**config.mk**
```make
export PLATFORM = sky130hd
export DESIGN_NAME = probe_halt_ctrl
export DESIGN_NICKNAME = d
export VERILOG_FILES = /design/src/rtl/probe_halt_ctrl.sv
export SDC_FILE = /design/constraint.sdc
export NUM_CORES = 1
export LEC_CHECK = 0
export ABC_AREA = 1
export BUFFER_PORTS_ARGS = -buffer_cell sky130_fd_sc_hd__clkbuf_2
export CORE_MARGIN = 8
export CORE_UTILIZATION = 43
export DETAILED_ROUTE_END_ITERATION = 12
export GPL_TIMING_DRIVEN = 0
export HOLD_SLACK_MARGIN = 0.15
export SLEW_MARGIN = 5
export SYNTH_ARGS = -nofsm -noshare
export SYNTH_HDL_FRONTEND = slang
export SYNTH_SLANG_ARGS = --single-unit
```
**constraint.sdc**
```tcl
create_clock -name clk -period 1.9 [get_ports clk]
set_clock_uncertainty 0.15 [all_clocks]
set_input_delay 0.38 -clock clk [delete_from_list [all_inputs] [get_ports clk]]
set_output_delay 0.38 -clock clk [all_outputs]
set_load 0.02 [all_outputs]
```
**src/rtl/probe_halt_ctrl.sv**
```systemverilog
module probe_halt_ctrl #(
  parameter int W = 16
) (
  input  logic         clk,
  input  logic         rst_n,
  input  logic         tool_rs_n,
  input  logic         board_rs_n,
  input  logic         dbg_present_n,
  input  logic         scan_sel_n,
  input  logic         tool_tdi,
  input  logic         tool_tms,
  input  logic         tool_tck,
  input  logic         tool_trst_n,
  input  logic         board_tdi,
  input  logic         board_tms,
  input  logic         board_tck,
  input  logic         board_trst_n,
  output logic         core_tdi,
  output logic         core_tms,
  output logic         core_tck,
  output logic         core_trst_n,
  output logic         board_rs_mon,
  input  logic         insn_boundary,
  output logic         freeze_req,
  output logic         prdy,
  input  logic         dbg_acc,
  input  logic         dbg_acc_tool,
  input  logic         dbg_wr,
  input  logic [1:0]   dbg_addr,
  input  logic [W-1:0] dbg_wdata,
  output logic [W-1:0] dbg_rdata
);
  localparam int GUARD = W - 1;

  typedef enum logic [1:0] {RUN, PEND, HALT} st_t;
  st_t st;

  logic [2:0] s1, s2;
  logic rs_eff, gd, grant, blocked;
  logic [W-1:0] dra, drb, stat, ctrl;

  assign core_tdi     = scan_sel_n ? board_tdi    : tool_tdi;
  assign core_tms     = scan_sel_n ? board_tms    : tool_tms;
  assign core_tck     = scan_sel_n ? board_tck    : tool_tck;
  assign core_trst_n  = scan_sel_n ? board_trst_n : tool_trst_n;
  assign board_rs_mon = board_rs_n;

  always_ff @(posedge clk or negedge rst_n)
    if (!rst_n) begin
      s1 <= 3'b111;
      s2 <= 3'b111;
    end else begin
      s1 <= {dbg_present_n, board_rs_n, tool_rs_n};
      s2 <= s1;
    end

  assign rs_eff = s2[2] ? s2[1] : s2[0];

  always_ff @(posedge clk or negedge rst_n)
    if (!rst_n) st <= RUN;
    else case (st)
      RUN:     if (!rs_eff) st <= PEND;
      PEND:    if (rs_eff) st <= RUN;
               else if (insn_boundary) st <= HALT;
      default: if (rs_eff) st <= RUN;
    endcase

  assign freeze_req = (st != RUN);
  assign prdy       = (st == HALT);

  assign gd      = ctrl[GUARD];
  assign blocked = dbg_acc && !dbg_acc_tool && gd;
  assign grant   = dbg_acc && (dbg_acc_tool ? prdy : !gd);

  always_comb begin
    dbg_rdata = '0;
    if (grant && !dbg_wr)
      case (dbg_addr)
        2'd0:    dbg_rdata = dra;
        2'd1:    dbg_rdata = drb;
        2'd2:    dbg_rdata = stat;
        default: dbg_rdata = ctrl;
      endcase
  end

  always_ff @(posedge clk or negedge rst_n)
    if (!rst_n) begin
      dra  <= '0;
      drb  <= '0;
      stat <= '0;
      ctrl <= '0;
    end else if (blocked) begin
      stat[GUARD] <= 1'b1;
    end else if (grant && dbg_wr) begin
      case (dbg_addr)
        2'd0:    dra  <= dbg_wdata;
        2'd1:    drb  <= dbg_wdata;
        2'd2:    stat <= dbg_wdata;
        default: ctrl <= dbg_wdata;
      endcase
    end
endmodule

```
==> summary.txt <==
Worst setup path
  – Critical path's most frequent cell: nor2_4
  – R2R depth: 7
  – Peak per-stage delay on the critical path: 410 ps
  – Critical path class: reg -> out
  – CP arrival: 1580 ps
  – CP Cell Sequence: nand2_1 > nand2_2 > nor2_4 > nand2_4 > clkbuf_16 > nor2_4 > buf_6
  – Crit end category: output pin
  – Worst r2r src: ctrl[15]
  – Worst EP required: 1370 ps
  – FF-to-FF setup slack: 110 ps
  – Worst-path fanout max: 6
  – Crit Reg-Reg Endpoint: ctrl[14]
  – Slowest cell on crit path: dfrtp_1
  – CP Launch Type: flip-flop

Detailed routing
  – Drt first pass iters: 5
  – Top routing layer used: met4
  – DRT iter0 DRCs: 217
  – Total wire length: 10,400 um
  – DR vias/cell: 5.28
  – Length of routed met2 wiring: 4940 um
  – Via count: 3,281
  – DR WL/cell: 16.7 um
  – Metal-1 WL: 4600 um
  – Antenna Nets Post-Route: 0
  – WL met3: 694 um
  – Drt drc: 0

Clock tree
  – Clock Pin Slew Worst Setup and Hold Paths: 80 ps
  – TritonCTS clock tree: built
  – CTS Root Cell: clkbuf_8
  – Total CTS buffers: 9
  – Clock buffer depth: 2
  – Sink Count: 72
  – Htree depth: 3
  – Worst skew pair latency: 340 ps

STA
  – Fmax: 473 MHz
  – RSZ-0062 raised after global routing: true
  – Hold Violations, Final: 0
  – Final Setup Violations: 16
  – Final Cycle Share: 1.11
  – Final setup margin: -214 ps
  – Fin. max-slew vios: 0
  – Rel. slew slack: 0.543
  – Worst Tran Pin Value: 686 ps
  – Minimum clock period: 2110 ps

Floorplanning
  – Core area: 7650 um2
  – Top-Level Pins: 59
  – Initial core utilization: 0.438
  – DIE HEIGHT: 104 um
  – Total die area: 10,900 um2
  – Die X: 104 um
  – Row cnt: 32

Finish
  – Design area: 4540 um2
  – ANT cells: 0
  – Layout Nets: 550
  – Commonest non-fill, non-tap cells in the layout: 181 x nand2_1, 82 x nand3_1, 66 x dfrtp_1
  – Commonest non-fill, non-tap cell in the layout: nand2_1
  – Non-Filler Instances: 621
  – Share of cells above drive strength 1: 0.289
  – Final Util: 0.594
  – Layout area overhead: 35.4%

Power
  – Power Dens Cells: 937 nW/um2
  – Peak VDD IR: 0.557 mV
  – Total power: 4.25 mW
  – Leak: 2.31 nW

Yosys
  – Synth Area in Compound Gates: 0.0299
  – Netlist cell types: 17
  – Sequential fraction of the synthesis area: 0.540
  – Mux contribution to synthesized area: 0.0168
  – Main combinational cell family by area after synthesis: simple AND/OR/NAND/NOR gates
  – Simple logic cell fraction of the synthesized area: 0.370
  – Mapped cell area: 3350 um2
  – Synth warn: 0
  – Syn_area_per_cell: 7.92 um2
  – Synthesis-stage register bit count: 72
  – Post-Synthesis Cells: 423
  – Syn nets: 459
  – Post-Synth XOR/XNOR Area: 0
  – Adder-cell share of the synthesized area: 0

Global routing
  – GR Overflow Total: 0
  – Vias in the first global route: 3,246
  – Antenna violations before repair: 0
  – Pin count of the biggest net entering global routing: 57
  – Gr usage total: 0.190
  – First-pass GRT wire length: 16,600 um

Job
  – MaxCap Viol Count: 0

Hold path
  – Hold Path Origin: dbg_wdata[9]
  – Hold Crit Class: in -> reg
  – Hold Path Depth: 3
  – Hold endpoint: stat[9]

Outcome
  – Run status: finished with violations
  – Failing checks: setup timing

Placement
  – Area post-placement: 3800 um2
  – Port bufs: 58
  – DP Cell Count: 584
  – Gpl congestion: 0.858
  – Post-Place Setup Slack: -387 ps
  – DP HPWL: 6580 um
## power breakdown
part | switching, mW | internal (mW) | total, mW | leakage, nW
clock network | 0.637 | 0.617 | 1.25 | 0.0925
registers | 0.188 | 1.87 | 2.06 | 0.898
logic | 0.549 | 0.386 | 0.935 | 1.32
## synth_stat cells (all sizes together)
| library cell | number | area, um2 |
|---|---|---|
| a21oi | 20 | 100 |
| and3 | 1 | 6.26 |
| buf | 17 | 87.6 |
| clkbuf | 7 | 26.3 |
| dfrtp | 66 | 1650 |
| dfstp | 6 | 158 |
| inv | 9 | 33.8 |
| mux2 | 5 | 56.3 |
| nand2 | 183 | 687 |
| nand3 | 85 | 440 |
| nand4 | 1 | 6.26 |
| nor2 | 22 | 92.6 |
| or2 | 1 | 6.26 |
## per-layer routing
| layer | GRT usage | up-vias |
|---|---|---|
| li1 | - | 1547 |
| met4 | 0.0776 | 0 |
| met1 | 0.242 | 1595 |
| met2 | 0.303 | 125 |
| met5 | 0 | - |
| met3 | 0.0428 | 14 |
## state kept, by name (all words and copies together), names as in the netlist
| signal | cells |
|---|---|
| ctrl | 16 |
| dra | 16 |
| drb | 16 |
| stat | 16 |
| s1 | 3 |
| s2 | 3 |
| st | 2 |
## cell families (layout without fill, tap and decap cells)
group | Yosys count | count (layout)
simple gates | 293 | 293
compound gates | 20 | 20
mux | 5 | 5
buf+inv | 33 | 129
flops | 72 | 72
## worst max-delay path, delay by kind of cell, from the launching register on
family | cells | cell delay (ps)
AND/OR/NAND/NOR | 5 | 510
flip-flops | 1 | 410
buffers and inverters | 2 | 320
## cell type report
| type | instances | area, um2 |
|---|---|---|
| plain buffers | 24 | 170 |
| clock buffers | 9 | 124 |
| clock inverters | 7 | 78.8 |
| fillers | 714 | 3110 |
| inverters | 9 | 33.8 |
| multi-input cells | 318 | 1550 |
| flip-flops and latches | 72 | 1810 |
| well taps | 102 | 128 |
| repair buffers | 80 | 644 |
## worst max-delay path by stage
| stage | slack, ps | cells after the start | start | to |
|---|---|---|---|---|
| after floorplan | -20 | 6 | ctrl[15] | dbg_rdata[10] |
| after global placement | -380 | 1 | rst_n | dra[7] |
| after detailed placement | -390 | 9 | dbg_acc_tool | dbg_rdata[5] |
| after CTS | -210 | 7 | ctrl[15] | dbg_rdata[11] |
| after global routing | -280 | 7 | ctrl[15] | dbg_rdata[9] |
| final | -210 | 7 | ctrl[15] | dbg_rdata[9] |
## stage by stage
stage | hold WS [ps] | setup TNS [ps]
after detailed placement | 151 | -5270
final | 153 | -2920
after floorplan | -65.6 | -182
after global routing | 163 | -4170
after global placement | 196 | -29530
after CTS | 150 | -3140
## repair_timing
action / in CTS / in global routing
setup buffers: 5 / 5
pin swaps: 3 / 19
hold buffers: 10 / 0
endpoints found under the setup margin: 16 / 72
hold endpoints to repair: 87 / 0
cloned: 0 / 1
resized for setup: 49 / 66
Power figures use the tool's default switching activity.
